==> config.mk <==
export PLATFORM = sky130hd
export DESIGN_NAME = bus_scrambler_pair
export DESIGN_NICKNAME = d
export VERILOG_FILES = /design/src/rtl/bsp_pkg.sv /design/src/rtl/xorshift_gen.sv /design/src/rtl/mask_lane.sv /design/src/rtl/bus_scrambler_pair.sv
export SDC_FILE = /design/constraint.sdc
export NUM_CORES = 1
export LEC_CHECK = 0
export CORE_AREA = 8 8 115 117
export CTS_CLUSTER_DIAMETER = 100
export CTS_CLUSTER_SIZE = 14
export DETAILED_ROUTE_END_ITERATION = 7
export DIE_AREA = 0 0 123 125
export PLACE_DENSITY_LB_ADDON = 0.15
export SKIP_CTS_REPAIR_TIMING = 1
export SLEW_MARGIN = 5
export SYNTH_ARGS = -nofsm -noshare
export SYNTH_HDL_FRONTEND = slang
export SYNTH_SLANG_ARGS = --single-unit
==> constraint.sdc <==
create_clock -name clk_i -period 2.9 [get_ports clk_i]
set_clock_uncertainty 0.1 [all_clocks]
set_input_delay 0.58 -clock clk_i [delete_from_list [all_inputs] [get_ports clk_i]]
set_output_delay 0.58 -clock clk_i [all_outputs]
set_load 0.02 [all_outputs]
==> src/rtl/bsp_pkg.sv <==
package bsp_pkg;
  localparam int unsigned KeyW = 32;
  localparam int unsigned ShA = 13;
  localparam int unsigned ShB = 17;
  localparam int unsigned ShC = 5;
  localparam logic [KeyW-1:0] FallbackKey = 32'h2545_F491;

  typedef logic [KeyW-1:0] key_t;
endpackage

==> src/rtl/xorshift_gen.sv <==
module xorshift_gen #(
  parameter int unsigned W = 32,
  parameter int unsigned SH_A = 13,
  parameter int unsigned SH_B = 17,
  parameter int unsigned SH_C = 5,
  parameter logic [W-1:0] FALLBACK = '1
) (
  input  logic         clk_i,
  input  logic         rst_ni,
  input  logic         load_i,
  input  logic [W-1:0] seed_i,
  input  logic         step_i,
  output logic [W-1:0] key_o
);
  logic [W-1:0] state_q, s1, s2, s3, seed_fix;

  always_comb begin
    s1 = state_q ^ (state_q << SH_A);
    s2 = s1 ^ (s1 >> SH_B);
    s3 = s2 ^ (s2 << SH_C);
    seed_fix = (seed_i == '0) ? FALLBACK : seed_i;
  end

  // load has priority; a load cycle never carries a transfer
  always_ff @(posedge clk_i or negedge rst_ni) begin
    if (!rst_ni)     state_q <= FALLBACK;
    else if (load_i) state_q <= seed_fix;
    else if (step_i) state_q <= s3;
  end

  assign key_o = state_q;
endmodule

==> src/rtl/mask_lane.sv <==
module mask_lane
  import bsp_pkg::*;
(
  input  logic  clk_i,
  input  logic  rst_ni,
  input  logic  load_i,
  input  key_t  seed_i,
  input  logic  in_valid_i,
  input  key_t  in_data_i,
  output logic  in_ready_o,
  output logic  out_valid_o,
  output key_t  out_data_o,
  input  logic  out_ready_i,
  output key_t  key_o
);
  logic fire;
  key_t key;

  assign in_ready_o  = out_ready_i & ~load_i;
  assign out_valid_o = in_valid_i;
  assign out_data_o  = in_data_i ^ key;
  assign fire        = in_valid_i & out_ready_i & ~load_i;
  assign key_o       = key;

  xorshift_gen #(
    .W(KeyW), .SH_A(ShA), .SH_B(ShB), .SH_C(ShC), .FALLBACK(FallbackKey)
  ) u_gen (
    .clk_i(clk_i), .rst_ni(rst_ni), .load_i(load_i), .seed_i(seed_i),
    .step_i(fire), .key_o(key)
  );
endmodule

==> src/rtl/bus_scrambler_pair.sv <==
module bus_scrambler_pair
  import bsp_pkg::*;
(
  input  logic            clk_i,
  input  logic            rst_ni,
  input  logic            seed_load_i,
  input  logic [KeyW-1:0] seed_i,
  input  logic            src_valid_i,
  input  logic [KeyW-1:0] src_data_i,
  output logic            src_ready_o,
  output logic            scr_valid_o,
  output logic [KeyW-1:0] scr_data_o,
  input  logic            scr_ready_i,
  input  logic            mid_valid_i,
  input  logic [KeyW-1:0] mid_data_i,
  output logic            mid_ready_o,
  output logic            dst_valid_o,
  output logic [KeyW-1:0] dst_data_o,
  input  logic            dst_ready_i
);
  key_t tx_key, rx_key;

  mask_lane u_tx (
    .clk_i(clk_i), .rst_ni(rst_ni), .load_i(seed_load_i), .seed_i(seed_i),
    .in_valid_i(src_valid_i), .in_data_i(src_data_i), .in_ready_o(src_ready_o),
    .out_valid_o(scr_valid_o), .out_data_o(scr_data_o), .out_ready_i(scr_ready_i),
    .key_o(tx_key)
  );

  mask_lane u_rx (
    .clk_i(clk_i), .rst_ni(rst_ni), .load_i(seed_load_i), .seed_i(seed_i),
    .in_valid_i(mid_valid_i), .in_data_i(mid_data_i), .in_ready_o(mid_ready_o),
    .out_valid_o(dst_valid_o), .out_data_o(dst_data_o), .out_ready_i(dst_ready_i),
    .key_o(rx_key)
  );
endmodule

; ---- Word level (Yosys, flattened, before mapping)
; Index checks and enable logic that the tools add are counted.
[totals]
regBits = 64
output_inout_bits = 68
[classes]
n_mux = 5
n_reduce_logical = 3
bitwise = 15
[op_table]
columns = operator, count
row1 = $xor 32x32->32, 6
row2 = $mux 32, 5
row3 = $xor 32x15->32, 2
row4 = $logic_not 32->1, 1
row5 = $and 1x1->1, 6
row6 = $reduce_bool 2->1, 2
row7 = $not 1->1, 1

; ---- Logic depth before layout (Yosys ltp)
; Gate-level depths: netlist of the first run.
[depth]
depth_word = 5
depth_mapped = 5
mapped_depth_nobuf = 4

; ---- Modules after synthesis
; Synthesis of the first run repeated with hierarchy kept, for this count alone.
[hier_totals]
hier_cells = 553
area_unflattened_um2 = 5472.7
[by_module_without_submodules]
columns = module, instances, cells_per_inst, area_per_inst_um2
row1 = xorshift_gen (u_rx.u_gen), 1, 241, 2439.8
row2 = xorshift_gen (u_tx.u_gen), 1, 242, 2427.3
row3 = mask_lane, 2, 35, 302.8

; ---- Worst setup path after synthesis of the first run
; No wires, ideal clock.
[synth_path]
path_type = input -> output
start = input port seed_load_i
end = output port mid_ready_o
path_buffers = 2
arrival_time_ns = 1.286
path_slack_ns = 0.934
path_stages = 3
cell_sequence = clkbuf_1 buf_1 nor2b_1
[synth_via]
elab_chain_len = 2
[synth_lines]
columns = item, line_no
row1 = "start, declared", bus_scrambler_pair.sv:6  ; input logic seed_load_i,
row2 = $not 1->1, mask_lane.sv:19  ; assign in_ready_o = out_ready_i & ~load_i;
row3 = $and 1x1->1, mask_lane.sv:19
row4 = "end, declared", bus_scrambler_pair.sv:16  ; output logic mid_ready_o,
; Every way passes these cells.

; ---- Worst setup path after layout of the first run
; Ends and elaborated chain as after synthesis.

==> impl_metrics.json, run 1 <==
{
  "synth_most_common_cell": "xor2_1",
  "tightestPinTransition_ps": 785,
  "finalHoldViolCount": 0,
  "cts_buffer_depth": 2,
  "p_leak_uw": 0.00344,
  "drc_errors": 0,
  "viasPerCell": 5.59,
  "critical_path_arrival_ps": 2110,
  "cap_violations": 0,
  "wire_per_inst_um": 20.9,
  "seqPwrFrac": 0.244,
  "crit_type": "in -> out",
  "hold_slack_ps": 227,
  "io_buffers": 170,
  "core_um2": 11600,
  "fin_cells": 814,
  "synth_top_cell_by_area": "xnor3_1",
  "outcome": "completed",
  "antenna_found_initial": 0,
  "syn_nets": 630,
  "cts_tree": "done",
  "place.gp.congestion": 0.844,
  "yosys_warnings": 0,
  "initial_core_util": 0.506,
  "finalCriticalPeriod_ps": 2790,
  "ys_seq_area_frac": 0.279,
  "row_count": 40,
  "cp_cell_sequence": "clkdlybuf4s50_1, nor2b_1, clkdlybuf4s50_1",
  "max_stage_delay_ps": 680,
  "drive_above_1_share": 0.153,
  "finalInstanceArea_um2": 7860,
  "synth_common_cells": "89 x xor2_1, 50 x nor2_1, 48 x xnor2_1, 41 x xnor3_1, 36 x dfrtp_1",
  "syn_area_um2": 5870,
  "rsz0062_at_grt": "false",
  "vdd_drop_max_uv": 576,
  "hold_path.class": "in -> async",
  "path_delay_family": "buffers and inverters",
  "grt_pass1_wl_um": 26700,
  "grt_overflow": 0,
  "die_area_um2": 15400,
  "switchingPower_uw": 3400,
  "crit_fanout": 7,
  "dp_cells": 798,
  "grt_pass1_vias": 4777,
  "cp-start-kind": "input port",
  "ios": 171,
  "slew_headroom": 0.476,
  "endpoint_kind": "output port",
  "drv_slew": 0,
  "power.density_nw_per_um2": 1150,
  "setup_viol": 0,
  "switching_share": 0.377,
  "synth_top_area_frac": 0.157,
  "layout.nets": 765,
  "tns_ps": 0,
  "dr.pass1.iters": 4,
  "avgSynthCellArea_um2": 11.1,
  "place_area_um2": 7540,
  "die_x_um": 123,
  "numClockSinks": 64,
  "synth_edf_count": 0,
  "required_ps": 2220,
  "power.internal_uw": 5630,
  "fin_crit_sh": 0.961,
  "cts.clk_slew.worst_paths_ps": 60,
  "drtIter0Drc": 269,
  "grt.total_usage": 0.222,
  "synth.ff_latch_count": 64,
  "power_frac_comb": 0.628,
  "yosys-top-cells-area": "xnor3_1 16%, dfrtp_1 15%, xor2_1 13%",
  "clock.fmax_mhz": 359,
  "wl_um": 17000,
  "cts_made_buffers": 9,
  "synthesis.instances": 527,
  "path_buf_inv": 2,
  "cts_max_level": 3,
  "dp_hpwl_um": 13100,
  "crit_top_cell": "clkdlybuf4s50_1",
  "vias": 4550,
  "slowest_stage": "clkdlybuf4s50_1",
  "syn_to_final_growth_pct": 33.8,
  "synth_ff_type": "dfrtp_1",
  "grt_start_max_net_pins": 41,
  "clk_latency_ps": 330,
  "antenna_cells": 0,
  "antenna_left": 0,
  "total_power_uw": 9040,
  "ys_types": 46,
  "cts-root-buf": "clkbuf_16",
  "clkPwrFrac": 0.129,
  "synthArstFlopShare": 1.00,
  "die_h_um": 125
}
==> power by group through the flow <==
stage / clock (µW) / sequential, µW / combinational, µW
after global placement: 0 / 2180 / 5530
after global routing: 1210 / 2270 / 6040
after floorplan: 0 / 1540 / 4830
after detailed placement: 0 / 2210 / 5640
final: 1160 / 2200 / 5670
after CTS: 1170 / 2200 / 5700
==> final cells by class <==
class | instances | area (µm²)
multi-input cells | 402 | 3900
fillers | 909 | 3750
repair buffers | 184 | 1810
flip-flops and latches | 64 | 1640
clock buffers | 13 | 250
well taps | 147 | 184
clock inverters | 3 | 65.1
inverters | 1 | 3.75
==> cells in the final DEF (no fill, tap or decap), types with 6 or more instances in the layout <==
cell / instances
o21ai_0: 9
nor3_1: 14
dfrtp_1: 36
clkbuf_16: 9
buf_4: 13
nor2_1: 50
a31oi_1: 8
clkdlybuf4s50_1: 169
and4_1: 6
a2bb2oi_1: 10
xor3_1: 8
o21a_1: 7
mux2_2: 23
nand2_1: 10
xnor3_1: 41
and3_1: 7
dfstp_2: 28
xor2_1: 89
or3_1: 8
a2111oi_2: 6
xnor2_1: 48
nor4_1: 8
==> logic make-up after synthesis <==
kind of cell	after synthesis	synth area share
AO/OA/AOI/OAI	64	0.0918
buffers and inverters	61	0.0565
flip-flops	64	0.279
multiplexers	30	0.0565
XOR/XNOR	194	0.420
AND/OR/NAND/NOR	114	0.0967
==> metrics by stage <==
step / worst slack, ps / util
2_1_floorplan: 934 / -
3_3_place_gp: 115 / 0.650
3_5_place_dp: 119 / 0.650
4_1_cts: 120 / 0.677
5_1_grt: 103 / 0.677
6_report: 113 / 0.677
==> registers in the layout, summed over array words and instances (netlist names) <==
register,cells
u_tx.u_gen.key_o,32
u_rx.u_gen.key_o,32
==> final timing paths <==
check                                                 from                               end  slack [ps]  cells past startpoint
setup / recovery                               seed_load_i                       mid_ready_o         110                      3
hold / removal                                      rst_ni  u_rx.u_gen.key_o[28]$_DFFE_PN0P_         230                      1
setup reg to reg           u_rx.u_gen.key_o[9]$_DFFE_PN0P_   u_rx.u_gen.key_o[5]$_DFFE_PN0P_         900                      4
hold reg to reg            u_tx.u_gen.key_o[0]$_DFFE_PN1P_   u_tx.u_gen.key_o[0]$_DFFE_PN1P_         460                      2
max in group asynchronous                           rst_ni  u_tx.u_gen.key_o[29]$_DFFE_PN1P_        1610                      2
min in group clk_i         u_tx.u_gen.key_o[0]$_DFFE_PN1P_   u_tx.u_gen.key_o[0]$_DFFE_PN1P_         460                      2
==> per-layer routing <==
metal	vias up	wire length [µm]	global-route usage
met2	178	8220	0.361
met5	-	0	0
met1	2266	7040	0.284
li1	2075	-	-
met3	31	1430	0.0527
met4	0	355	0.0730
Note: power is estimated with default switching activity, not from simulation.
==> inputs of run 2 (changes only) <==
- CORE_AREA: 8 8 115 117 -> 2 2 119 121
- DIE_AREA: 0 0 123 125 -> 0 0 121 123
- clock period: 2.9 -> 2.3 ns (I/O delays scaled with it)
==> impl_metrics.json, run 2 (same netlist as run 1, synthesis figures left out) <==
{
  "outcome": "completed",
  "clk_latency_ps": 330,
  "syn_to_final_growth_pct": 43.3,
  "critical_path_arrival_ps": 1720,
  "fin_ws_ps": 23.6,
  "viasPerCell": 5.21,
  "drtIter0Drc": 254,
  "utilization": 0.618,
  "cts_tree": "done",
  "row_count": 43,
  "cts_made_buffers": 9,
  "dr.pass1.iters": 4,
  "crit_fanout": 6,
  "finalHoldViolCount": 0,
  "cp-start-kind": "register",
  "grt_util_met1": 0.322,
  "final_common_cell": "clkdlybuf4s50_1",
  "place.gp.congestion": 0.904,
  "rsz0062_at_grt": "false",
  "finalInstanceArea_um2": 8420,
  "slew_headroom": 0.604,
  "cts.clk_slew.worst_paths_ps": 60,
  "cts_buffer_depth": 2,
  "antenna_cells": 0,
  "use_met2": 0.395,
  "grt.total_usage": 0.238,
  "tightestPinTransition_ps": 590,
  "dp_hpwl_um": 13400,
  "final_cell_mix": "124 x clkdlybuf4s50_1, 89 x xor2_1, 61 x buf_4",
  "grt_pass1_wl_um": 26500,
  "fillers": 1133,
  "drc_errors": 0,
  "io_buffers": 170,
  "antenna_found_initial": 0,
  "core_um2": 13600,
  "endpoint_kind": "output port",
  "hold_path.class": "in -> async",
  "p_leak_uw": 0.00412,
  "crit_type": "reg -> out",
  "required_ps": 1740,
  "fin_crit_sh": 0.990,
  "place_area_um2": 7990,
  "drive_above_1_share": 0.214,
  "ios": 171,
  "numClockSinks": 64,
  "cts_max_level": 3,
  "hold_slack_ps": 35.7,
  "cap_violations": 0,
  "power.density_nw_per_um2": 1370,
  "top_usage_layer": "met2",
  "grt_pass1_vias": 4742,
  "layout.nets": 816,
  "initial_core_util": 0.431,
  "die_h_um": 123,
  "grt_overflow": 0,
  "multi_input_area_um2": 3900,
  "finalCriticalPeriod_ps": 2280,
  "met3_usage": 0.0304,
  "wl_um": 17600,
  "grt_start_max_net_pins": 65,
  "die_area_um2": 14900,
  "drv_slew": 0,
  "seq_area_um2": 1640,
  "vias": 4680,
  "vdd_drop_max_uv": 505,
  "clock.fmax_mhz": 439,
  "cts-root-buf": "clkbuf_16",
  "die_x_um": 121,
  "setup_viol": 0,
  "post-place-ws_ps": -62.3,
  "antenna_left": 0,
  "wire_per_inst_um": 19.6
}
[run 2: cell count changes in the layout (fill, tap and decap cells not counted), sizes merged]
cell           change
buf               +51
clkdlybuf4s50     -45
dlymetal6s2s      +45
bufinv             -1
clkinv             +1
[run 2: metrics by stage]
stage / power [µW] / instances / setup TNS, ps
2_1_floorplan: 8030 / 527 / 0
3_3_place_gp: 9920 / 880 / -128
3_5_place_dp: 10100 / 880 / -162
4_1_cts: 11600 / 896 / -335
5_1_grt: 12200 / 898 / 0
6_report: 11500 / 898 / 0
[run 2: layer usage]
metal | wire length, µm | share of wire
met1 | 7360 | 0.42
met3 | 1210 | 0.069
met2 | 8550 | 0.49
met5 | 0 | 0
met4 | 449 | 0.026
[run 2: final timing paths]
kind,to,depth (start not counted),slack [ps],from
max in group asynchronous,u_tx.u_gen.key_o[4]$_DFFE_PN1P_,2,1710,rst_ni
worst max register to register,u_rx.u_gen.key_o[5]$_DFFE_PN0P_,4,270,u_rx.u_gen.key_o[22]$_DFFE_PN1P_
worst min register to register,u_tx.u_gen.key_o[0]$_DFFE_PN1P_,2,450,u_tx.u_gen.key_o[0]$_DFFE_PN1P_
worst max-delay path,dst_data_o[4],2,20,u_rx.u_gen.key_o[4]$_DFFE_PN1P_
worst min-delay path,u_rx.u_gen.key_o[23]$_DFFE_PN0P_,2,40,rst_ni
min in group clk_i,u_tx.u_gen.key_o[0]$_DFFE_PN1P_,2,450,u_tx.u_gen.key_o[0]$_DFFE_PN1P_
[run 2: cell type report]
class	instances	share of cell area
Clock buffer	13	0.0309
Clock inverter	3	0.00476
Inverter	1	0.000446
Multi-Input combinational cell	402	0.464
Sequential cell	64	0.194
Tap cell	180	0.0268
Timing Repair Buffer	235	0.279
[run 2: critical path, cell delays in order (launching register included)]
cell and delay (ps):
dfstp_2 620, xor2_1 150, clkdlybuf4s50_1 610
[run 2: where the power goes]
group          internal, µW  switching, µW
logic                  4580           2980
registers              1690            836
clock network           896            504
==> inputs of run 3 (changes only) <==
- ABC_CLOCK_PERIOD_IN_PS: default -> 2300
- CORE_AREA: 2 2 119 121 -> 2 2 116 118
- DIE_AREA: 0 0 121 123 -> 0 0 118 120
- SYNTH_HIERARCHICAL: default -> 1
==> impl_metrics.json, run 3 <==
{
  "outcome": "completed",
  "finalHoldViolCount": 0,
  "die_area_um2": 14200,
  "synthesis.instances": 553,
  "core_um2": 13000,
  "crit_fanout": 1,
  "vdd_drop_max_uv": 424,
  "finalCriticalPeriod_ps": 2270,
  "clock.fmax_mhz": 440,
  "final_common_cell": "clkdlybuf4s50_1",
  "tightestPinTransition_ps": 457,
  "ys_seq_area_frac": 0.299,
  "dr.pass1.iters": 5,
  "avgSynthCellArea_um2": 9.90,
  "cts_max_level": 3,
  "final_cell_mix": "132 x clkdlybuf4s50_1, 81 x xor2_1, 65 x xnor2_1",
  "drtIter0Drc": 310,
  "drive_above_1_share": 0.135,
  "wire_per_inst_um": 18.5,
  "slew_headroom": 0.693,
  "drc_errors": 0,
  "endpoint_kind": "output port",
  "antenna_cells": 0,
  "grt_pass1_vias": 5004,
  "die_h_um": 120,
  "initial_core_util": 0.422,
  "synth_common_cells": "81 x xor2_1, 65 x xnor2_1, 46 x nor2_1, 36 x dfrtp_1, 30 x a211oi_1",
  "ios": 171,
  "place.gp.congestion": 0.865,
  "wl_um": 17100,
  "setup_viol": 0,
  "finalInstanceArea_um2": 8020,
  "fillers": 1114,
  "clk_latency_ps": 330,
  "cts_made_buffers": 9,
  "fin_cells": 924,
  "cts.clk_slew.worst_paths_ps": 50,
  "io_buffers": 170,
  "layout.nets": 846,
  "drv_slew": 0,
  "fin_crit_sh": 0.988,
  "viasPerCell": 5.41,
  "antenna_found_initial": 0,
  "syn_nets": 656,
  "numClockSinks": 64,
  "power.density_nw_per_um2": 733,
  "hold_slack_ps": 35.1,
  "tns_ps": 0,
  "synth_edf_count": 0,
  "dp_hpwl_um": 12700,
  "fin_ws_ps": 28.5,
  "critical_path_arrival_ps": 1710,
  "cts-root-buf": "clkbuf_16",
  "synth.ff_latch_count": 64,
  "dp_cells": 908,
  "synthArstFlopShare": 1.00,
  "syn_area_um2": 5470,
  "row_count": 42,
  "grt_pass1_wl_um": 27000,
  "antenna_left": 0,
  "vias": 5001,
  "ys_types": 37,
  "cts_buffer_depth": 2,
  "cap_violations": 0,
  "p_leak_uw": 0.00358,
  "crit_type": "in -> out",
  "hold_path.class": "in -> async",
  "cp-start-kind": "input port",
  "die_x_um": 118,
  "grt.total_usage": 0.241,
  "place_area_um2": 7590,
  "cts_tree": "done",
  "yosys-top-cells-area": "dfrtp_1 16%, dfstp_2 13%, xor2_1 13%",
  "grt_start_max_net_pins": 65,
  "yosys_warnings": 6,
  "synth_top_area_frac": 0.165,
  "syn_to_final_growth_pct": 46.5,
  "required_ps": 1740,
  "synth_ff_type": "dfrtp_1",
  "grt_overflow": 0,
  "synth_most_common_cell": "xor2_1",
  "post-place-ws_ps": -97.4,
  "synth_top_cell_by_area": "dfrtp_1"
}
[run 3: changes by cell type after synthesis, sizes merged, moves of 10 or more]
cell     delta
a211oi     +23
a221o      +10
a2bb2oi    -10
buf        -27
inv        +12
mux2       -21
nand2      +13
nor4b      +10
o21ai      +11
xnor2      +21
xnor3      -19
[run 3: worst max-delay path: stages]
cell and delay [ps]:
clkdlybuf4s50_1 480, xor2_1 140, clkdlybuf4s50_1 620
[run 3: cell families after synthesis]
logic type | after synthesis | synth area share
and+or+nand+nor | 158 | 0.158
buffers and inverters | 47 | 0.0389
DFF | 64 | 0.299
AOI/OAI and AO/OA | 99 | 0.129
muxes | 4 | 0.00823
xor gates and xnor gates | 181 | 0.367
[run 3: path summary, 6_finish.rpt]
kind / end / cells past startpoint / slack, ps / from
max: dst_data_o[2] / 3 / 30 / mid_data_i[2]
min: u_tx/u_gen/key_o[23]$_DFFE_PN0P_ / 2 / 40 / rst_ni
max reg2reg: u_rx/u_gen/key_o[11]$_DFFE_PN0P_ / 4 / 220 / u_rx/u_gen/key_o[15]$_DFFE_PN1P_
min reg2reg: u_rx/u_gen/key_o[18]$_DFFE_PN1P_ / 2 / 500 / u_rx/u_gen/key_o[18]$_DFFE_PN1P_
max in group asynchronous: u_rx/u_gen/key_o[14]$_DFFE_PN1P_ / 2 / 1720 / rst_ni
min in group clk_i: u_rx/u_gen/key_o[18]$_DFFE_PN1P_ / 2 / 500 / u_rx/u_gen/key_o[18]$_DFFE_PN1P_
[run 3: per-stage QoR]
stage / utilization / power [µW]
2_1_floorplan: - / 3300
3_3_place_gp: 0.585 / 4260
3_5_place_dp: 0.585 / 4320
4_1_cts: 0.611 / 5930
5_1_grt: 0.618 / 6160
6_report: 0.618 / 5880
[run 3: final cells by class]
| class | instances | area (µm²) | area share |
|---|---|---|---|
| Multi-Input combinational cell | 442 | 3620 | 0.452 |
| Sequential cell | 64 | 1640 | 0.204 |
| Clock buffer | 10 | 229 | 0.0286 |
| Clock inverter | 6 | 108 | 0.0134 |
| Inverter | 14 | 52.6 | 0.00656 |
| Timing Repair Buffer | 212 | 2150 | 0.268 |
| Tap cell | 176 | 220 | 0.0275 |
[run 3: layer usage]
metal / vias to the layer above / GRT usage / share of wire
met5: - / 0 / 0
met4: 0 / 0.0806 / 0.017
met3: 17 / 0.0352 / 0.055
met2: 175 / 0.411 / 0.51
met1: 2455 / 0.316 / 0.42
li1: 2354 / - / -
[run 3: power by group]
group	internal (µW)	total (µW)	switching, µW
sequential	1330	1620	292
clock	1060	1580	525
combinational	1480	2680	1190
total	3870	5880	2010
